`config.mk`:
```
export PLATFORM = sky130hd
export DESIGN_NAME = imp_step_ctrl
export DESIGN_NICKNAME = d
export VERILOG_FILES = /design/src/rtl/imp_pkg.sv /design/src/rtl/imp_cmp_sync.sv /design/src/rtl/imp_eval_timer.sv /design/src/rtl/imp_code_stepper.sv /design/src/rtl/imp_step_ctrl.sv
export SDC_FILE = /design/constraint.sdc
export NUM_CORES = 1
export LEC_CHECK = 0
export BUFFER_PORTS_ARGS = -buffer_cell sky130_fd_sc_hd__buf_2
export CORE_MARGIN = 2
export CORE_UTILIZATION = 45
export CTS_CLUSTER_DIAMETER = 100
export DETAILED_ROUTE_END_ITERATION = 10
export PLACE_DENSITY = 0.68
export SETUP_SLACK_MARGIN = 0.02
export SLEW_MARGIN = 40
export SYNTH_ARGS = -nofsm -noshare
export SYNTH_HDL_FRONTEND = slang
export SYNTH_HIERARCHICAL = 1
export SYNTH_SLANG_ARGS = --single-unit
```
`constraint.sdc`:
```
create_clock -name clk_i -period 2 [get_ports clk_i]
set_input_delay 0.2 -clock clk_i [delete_from_list [all_inputs] [get_ports clk_i]]
set_output_delay 0.2 -clock clk_i [all_outputs]
set_load 0.05 [all_outputs]
```
`src/rtl/imp_pkg.sv`:
```
package imp_pkg;
  typedef enum logic [1:0] {
    DIR_HOLD = 2'd0,
    DIR_UP   = 2'd1,
    DIR_DOWN = 2'd2
  } step_dir_e;
endpackage

```
`src/rtl/imp_cmp_sync.sv`:
```
module imp_cmp_sync
  import imp_pkg::*;
#(
  parameter int unsigned STAGES = 2
) (
  input  logic      clk_i,
  input  logic      rst_ni,
  input  logic      too_high_i,
  input  logic      too_low_i,
  output step_dir_e dir_o
);
  localparam int unsigned NBITS = 2;

  logic [NBITS-1:0] raw;
  logic [NBITS-1:0] synced;

  assign raw = {too_low_i, too_high_i};

  for (genvar b = 0; b < NBITS; b++) begin : g_bit
    logic [STAGES-1:0] chain_q;
    always_ff @(posedge clk_i or negedge rst_ni) begin
      if (!rst_ni) chain_q <= '0;
      else         chain_q <= {chain_q[STAGES-2:0], raw[b]};
    end
    assign synced[b] = chain_q[STAGES-1];
  end

  // both or neither asserted -> hold
  always_comb begin
    unique case (synced)
      2'b01:   dir_o = DIR_UP;
      2'b10:   dir_o = DIR_DOWN;
      default: dir_o = DIR_HOLD;
    endcase
  end
endmodule

```
`src/rtl/imp_eval_timer.sv`:
```
module imp_eval_timer #(
  parameter int unsigned CNT_W = 16
) (
  input  logic             clk_i,
  input  logic             rst_ni,
  input  logic [CNT_W-1:0] period_i,
  output logic             tick_o
);
  logic [CNT_W-1:0] cnt_q;
  logic             hit;
  logic             tick_q;

  // >= so that a shortened period cannot strand the counter
  assign hit = (cnt_q >= period_i);

  always_ff @(posedge clk_i or negedge rst_ni) begin
    if (!rst_ni) begin
      cnt_q  <= '0;
      tick_q <= 1'b0;
    end else begin
      cnt_q  <= hit ? '0 : cnt_q + 1'b1;
      tick_q <= hit;
    end
  end

  assign tick_o = tick_q;

  assert_tick_isolated_R3: assert property (@(posedge clk_i) disable iff (!rst_ni)
    (tick_q && period_i != '0 && $stable(period_i)) |=> !tick_q);
endmodule

```
`src/rtl/imp_code_stepper.sv`:
```
module imp_code_stepper
  import imp_pkg::*;
#(
  parameter int unsigned CODE_W = 6
) (
  input  logic              clk_i,
  input  logic              rst_ni,
  input  logic              tick_i,
  input  step_dir_e         dir_i,
  output logic [CODE_W-1:0] code_o,
  output logic              upd_o
);
  localparam logic [CODE_W-1:0] MID_CODE = CODE_W'(1) << (CODE_W - 1);
  localparam logic [CODE_W-1:0] MAX_CODE = '1;
  localparam logic [CODE_W-1:0] MIN_CODE = '0;

  logic [CODE_W-1:0] code_q, code_d;
  logic              upd_q, upd_d;

  always_comb begin
    code_d = code_q;
    upd_d  = 1'b0;
    if (tick_i) begin
      unique case (dir_i)
        DIR_UP: if (code_q != MAX_CODE) begin
          code_d = code_q + 1'b1;
          upd_d  = 1'b1;
        end
        DIR_DOWN: if (code_q != MIN_CODE) begin
          code_d = code_q - 1'b1;
          upd_d  = 1'b1;
        end
        default: ;
      endcase
    end
  end

  always_ff @(posedge clk_i or negedge rst_ni) begin
    if (!rst_ni) begin
      code_q <= MID_CODE;
      upd_q  <= 1'b0;
    end else begin
      code_q <= code_d;
      upd_q  <= upd_d;
    end
  end

  assign code_o = code_q;
  assign upd_o  = upd_q;

  assert_single_step_R8: assert property (@(posedge clk_i) disable iff (!rst_ni)
    upd_q |-> (code_q == CODE_W'($past(code_q) + 1'b1)) ||
              (CODE_W'(code_q + 1'b1) == $past(code_q)));

  assert_idle_stable_R8: assert property (@(posedge clk_i) disable iff (!rst_ni)
    !tick_i |=> ($stable(code_q) && !upd_q));

  assert_hold_on_match_R6: assert property (@(posedge clk_i) disable iff (!rst_ni)
    (tick_i && dir_i == DIR_HOLD) |=> ($stable(code_q) && !upd_q));

  assert_sat_top_R7: assert property (@(posedge clk_i) disable iff (!rst_ni)
    (tick_i && dir_i == DIR_UP && code_q == MAX_CODE) |=> (code_q == MAX_CODE && !upd_q));

  assert_sat_bottom_R7: assert property (@(posedge clk_i) disable iff (!rst_ni)
    (tick_i && dir_i == DIR_DOWN && code_q == MIN_CODE) |=> (code_q == MIN_CODE && !upd_q));

  assert_upd_follows_eval_R4: assert property (@(posedge clk_i) disable iff (!rst_ni)
    upd_q |-> $past(tick_i));
endmodule

```
`src/rtl/imp_step_ctrl.sv`:
```
module imp_step_ctrl
  import imp_pkg::*;
#(
  parameter int unsigned CODE_W      = 6,
  parameter int unsigned CNT_W       = 16,
  parameter int unsigned SYNC_STAGES = 2
) (
  input  logic              clk_i,
  input  logic              rst_ni,
  input  logic [CNT_W-1:0]  period_i,
  input  logic              too_high_i,
  input  logic              too_low_i,
  output logic [CODE_W-1:0] code_o,
  output logic              upd_o,
  output logic              eval_o
);
  step_dir_e dir;
  logic      tick;

  imp_cmp_sync #(.STAGES(SYNC_STAGES)) u_sync (
    .clk_i      (clk_i),
    .rst_ni     (rst_ni),
    .too_high_i (too_high_i),
    .too_low_i  (too_low_i),
    .dir_o      (dir)
  );

  imp_eval_timer #(.CNT_W(CNT_W)) u_timer (
    .clk_i    (clk_i),
    .rst_ni   (rst_ni),
    .period_i (period_i),
    .tick_o   (tick)
  );

  imp_code_stepper #(.CODE_W(CODE_W)) u_stepper (
    .clk_i  (clk_i),
    .rst_ni (rst_ni),
    .tick_i (tick),
    .dir_i  (dir),
    .code_o (code_o),
    .upd_o  (upd_o)
  );

  assign eval_o = tick;
endmodule

```
Word-level counts from Yosys, hierarchy flattened
Index checks and enable logic that the tools add are counted.

$add $sub $neg: 3. Order comparisons: 1. Eq/ne operators: 7. Multiplexer cells: 9. Reduce and logical (&&, ||, !) cells: 3.

Operators by type and width (count): $add 16x1->16 const B (1); $ge 16x16->1 (1); $mux 16 (1); $mux 6 (2); $pmux 6 s2 (1); $add 6x1->6 const B (1); $ne 6x6->1 const B (1); $reduce_bool 6->1 (1); $sub 6x1->6 const B (1); $eq 2x1->1 const B (2); $eq 2x2->1 const B (2); $ne 2x1->1 const B (2); $pmux 2 s2 (1); $reduce_and 4->1 (1); $mux 1 (3); $pmux 1 s2 (1); $reduce_bool 2->1 (1).

Register bits: 28. Input bits: 20. Output and inout port bits: 8. Logic and storage cells: 29.

Depth between registers and ports, before layout
Depth after elaboration: 5. Mapped depth: 10. Mapped depth without buffers: 9.

By module
The synthesis kept the hierarchy.

Modules (own cells, without submodules): imp_eval_timer (instances 1, cells each 131, area an instance 1285.0 sq um, sequential area each 425.4 sq um); imp_code_stepper (instances 1, cells each 59, area an instance 606.8 sq um, sequential area each 176.4 sq um); imp_cmp_sync (instances 1, cells each 6, area an instance 115.1 sq um, sequential area each 100.1 sq um).

Worst setup path before layout
OpenSTA, ideal clock, no wires.

Kind: register to register. Start point: register u_sync.g_bit[1].chain_q[1]. End point: register u_stepper.code_q[4], in the netlist u_stepper/code_o[4]. Library setup time: 0.148 ns. Arrival time: 2.018 ns. Required time: 1.852 ns. Setup slack: -0.166 ns. Stages on the path, launching flop included: 11. Buffers on the path: 1. Clock period less this slack: 2.166 ns. Cell sequence: dfrtp_1 > nor2b_1 > inv_1 > ha_1 > clkbuf_1 > xor2_1 > ha_1 > a211o_1 > and3_1 > o211ai_2 > xnor2_1.

Word-level cells in the longest chain between the ends: 5. Elaborated cells between the ends (all ways): 10. Those cells by class: eq/ne (6); mux (2); reduce/logical (2).

RTL lines: start, declared (line imp_cmp_sync.sv:20) `logic [STAGES-1:0] chain_q;`; start signal, assigned (line imp_cmp_sync.sv:23) `else chain_q <= {chain_q[STAGES-2:0], raw[b]};`; $eq 2x2->1 or $eq 2x1->1 (tied branches) (line imp_cmp_sync.sv:30) `unique case (synced)`; $pmux 2 s2 (*) (line imp_cmp_sync.sv:30); via dir[0] (line imp_step_ctrl.sv:17) `step_dir_e dir;`; $eq 2x2->1 or $eq 2x1->1 (tied branches) (line imp_code_stepper.sv:24) `unique case (dir_i)`; $ne 2x1->1 (no source line) or $reduce_bool 2->1 (tied branches); $reduce_and 4->1 (no source line); end signal, assigned (line imp_code_stepper.sv:43) `code_q <= code_d;`; end, declared (line imp_code_stepper.sv:17) `logic [CODE_W-1:0] code_q, code_d;`.

The timed path passes the listed nets; every way through them passes the cells marked *. A chain may end at the register's enable or synchronous reset.

Worst setup path in the final report
Same ends and word-level chain as after synthesis.

==> impl_metrics.ini <==
[power]
p_per_area_nw_per_um2 = 1031
power.share.switching_pct = 41.53
p_seq_share_pct = 36.1
clock_power_share_pct = 16.5
ir_worst_vdd_uv = 504.7
p_leak_nw = 1.136
power.total_w = 0.002715
power_switching_w = 0.001128
pwr-share-comb_pct = 47.4
p_int_w = 0.001588

[global_route]
grtUsageTotal_pct = 17.12
grt_pass1_wl_um = 6879
grt_max_degree = 29
antenna_found_initial = 0
grt_pass1_vias = 1466
grt_overflow_total = 0

[clock_network]
root_buffer = clkbuf_8
cts-htree-levels = 1
cts_sinks = 28
cts_buffer_depth = 2
path_clk_slew_ns = 0.10
cts_tree = built
clk_latency_ns = 0.28
cts_made_buffers = 3

[worst_setup_path]
arrival_ns = 2.16
cp.required_ns = 2.20
crit_fanout = 4
startpoint_type = flop
criticalPathCategory = flop to flop
end_kind = flop

[sta]
hold_violations = 0
fmax_mhz = 510.6
rsz0062_at_grt = yes
finalCriticalPeriod_ns = 1.958
finalSetupViolations = 0
max_slew_margin_pct = 58.24
skew_ns = 0.008895
tns_ns = 0
tightest_slew_ns = 0.6264
fin_crit_sh_pct = 97.92
maxSlewViolCount = 0

[detailed_routing]
drt_drc_violations_left = 0
via_count = 1584
finalWirelength_um = 4181
drt_pre_antenna_iters = 4
ant_nets = 0
avgRoutedWirePerCell_um = 14.08
drtIter0Drc = 104
avgViaCountPerCell = 5.333

[synthesis]
yosys-top-cells-area = dfrtp_1, ha_1, xnor2_1
postSynthCellCount = 196
synthesis.nets = 237
synth_cell_types = 46
ys_ff_latch = 28
synth_largest_area_cell = dfrtp_1
synth_ff_type = dfrtp_1
synth.yosys.warnings = 6
syn_area_per_cell_um2 = 10.24
yosys.area.top_type_share_pct = 33.67
synth_seq_area_share_pct = 34.98
synth_edf_count = 0
synth.cell_area_um2 = 2007
synthArstFlopShare_pct = 100.0

[finish]
drive_gt1_share_pct = 38.37
diodes = 0
area_growth_pct = 31.23
nets = 287

[floorplan]
initial_core_util_pct = 46.41
die_area_um2 = 5010
die_h_um = 70.78
top_level_ports = 28
die_w_um = 70.78
core_area_um2 = 4324
rows = 24

[flow_run]
cap_violations = 0

[placement]
hpwl_um = 2852
portBuffers = 27
gp_congestion = 0.7924

[status]
outcome = completed

[min_path]
hold_path_class = flop to flop
-- final cells by class --
type | instances | area, um^2
multi-input combinational | 139 | 1348
inverter | 21 | 78.83
timing repair buffer | 53 | 367.9
sequential | 28 | 703.2
clock inverter | 1 | 30.03
fill | 370 | 1690
tap | 52 | 65.06
clock buffer | 3 | 41.29
-- logic make-up after synthesis --
logic type | share of synthesized area, %
compound gates | 11.16
fa+ha+maj | 13.09
xor+xnor | 9.165
mux | 0.7479
flops | 34.98
buf+inv | 6.297
simple gates | 24.56
-- through the flow --
stage | hold slack (ns) | utilization, % | cell area (um^2) | setup WS (ns) | instances
global route | 0.3731 | 60.91 | 2634 | -0.05477 | 297
global placement | 0.2578 | 53.13 | 2297 | 0.02358 | 283
finish | 0.3612 | 60.91 | 2634 | 0.04163 | 297
CTS | 0.002797 | 55.58 | 2404 | 0.0001050 | 288
detailed placement | 0.2674 | 53.13 | 2297 | -0.01935 | 283
floorplan | -0.09559 | - | 2022 | 0.02223 | 196
-- timing repair --
item | in CTS | in global routing
endpoints found under the hold margin | 27 | 2
cloned | 0 | 1
pin swaps | 0 | 13
hold buffers | 1 | 2
setup endpoints to repair | 9 | 18
resized for setup | 3 | 16
buffers inserted | 0 | 6
-- flip-flops by register name (all words and copies together), names as in the netlist --
| name | flops |
|---|---|
| u_stepper/upd_o | 1 |
| u_sync/g_bit.chain_q | 4 |
| u_timer/tick_o | 1 |
| u_stepper/code_o | 6 |
| u_timer/cnt_q | 16 |
-- metal layers --
layer | GRT usage (%) | share of wire, % | vias up | routed length, um
li1 | - | - | 806 | -
met4 | 3.145 | 0.53 | 0 | 22
met3 | 3.561 | 3.1 | 3 | 131
met5 | 0 | 0 | - | 0
met2 | 27.41 | 50 | 28 | 2081
met1 | 24.34 | 47 | 747 | 1946
-- layout by cell type, fill, tap and decap left out, types with 5 or more instances in the layout --
cell type,Yosys,final
a21oi_1,6,6
buf_2,2,27
ha_1,21,12
xnor2_1,19,19
ha_4,0,8
inv_1,21,20
nor3_1,5,5
nor4_1,11,10
buf_4,2,21
nand3_1,8,8
nor4_2,9,7
nor2_1,7,7
dfrtp_1,27,26
nand2_1,7,7
nand4_1,7,7
-- final timing paths --
path	startpoint	endpoint	slack [ns]	depth (start not counted)
setup / recovery	u_sync/g_bit[1].chain_q[1]$_DFF_PN0_	u_stepper/code_o[4]$_DFFE_PN0P_	0.04	8
hold / removal	u_sync/g_bit[0].chain_q[0]$_DFF_PN0_	u_sync/g_bit[0].chain_q[1]$_DFF_PN0_	0.36	0
setup reg to reg	u_sync/g_bit[1].chain_q[1]$_DFF_PN0_	u_stepper/code_o[4]$_DFFE_PN0P_	0.04	8
hold reg to reg	u_sync/g_bit[0].chain_q[0]$_DFF_PN0_	u_sync/g_bit[0].chain_q[1]$_DFF_PN0_	0.36	0
max in group asynchronous	rst_ni	u_timer/cnt_q[10]$_DFF_PN0_	1.10	2
min in group asynchronous	rst_ni	u_timer/cnt_q[14]$_DFF_PN0_	0.46	2
-- critical path, cell delays in order (launching register included) --
cell,delay (ns)
dfrtp_1,0.40
and2b_2,0.23
ha_4,0.17
xor2_1,0.15
ha_2,0.22
a211o_1,0.26
and3_4,0.18
o211ai_2,0.16
xnor2_1,0.13
-- synth_stat cells, types with 3 or more instances --
| library cell | count |
|---|---|
| dfrtp_1 | 27 |
| ha_1 | 21 |
| inv_1 | 21 |
| xnor2_1 | 19 |
| nor4_1 | 11 |
| nor4_2 | 9 |
| nand3_1 | 8 |
| nand2_1 | 7 |
| nand4_1 | 7 |
| nor2_1 | 7 |
| a21oi_1 | 6 |
| nor3_1 | 5 |
| nor2b_1 | 3 |
| o211ai_2 | 3 |
| o21a_1 | 3 |
-- power groups by stage --
stage               logic [W]  clock network (W)  registers [W]
floorplan            0.000691                  0        0.00113
global placement      0.00111                  0       0.000968
detailed placement    0.00113                  0       0.000976
CTS                   0.00118           0.000464       0.000964
global route          0.00140           0.000487        0.00101
finish                0.00129           0.000449       0.000979
Power figures use the tool's default switching activity.
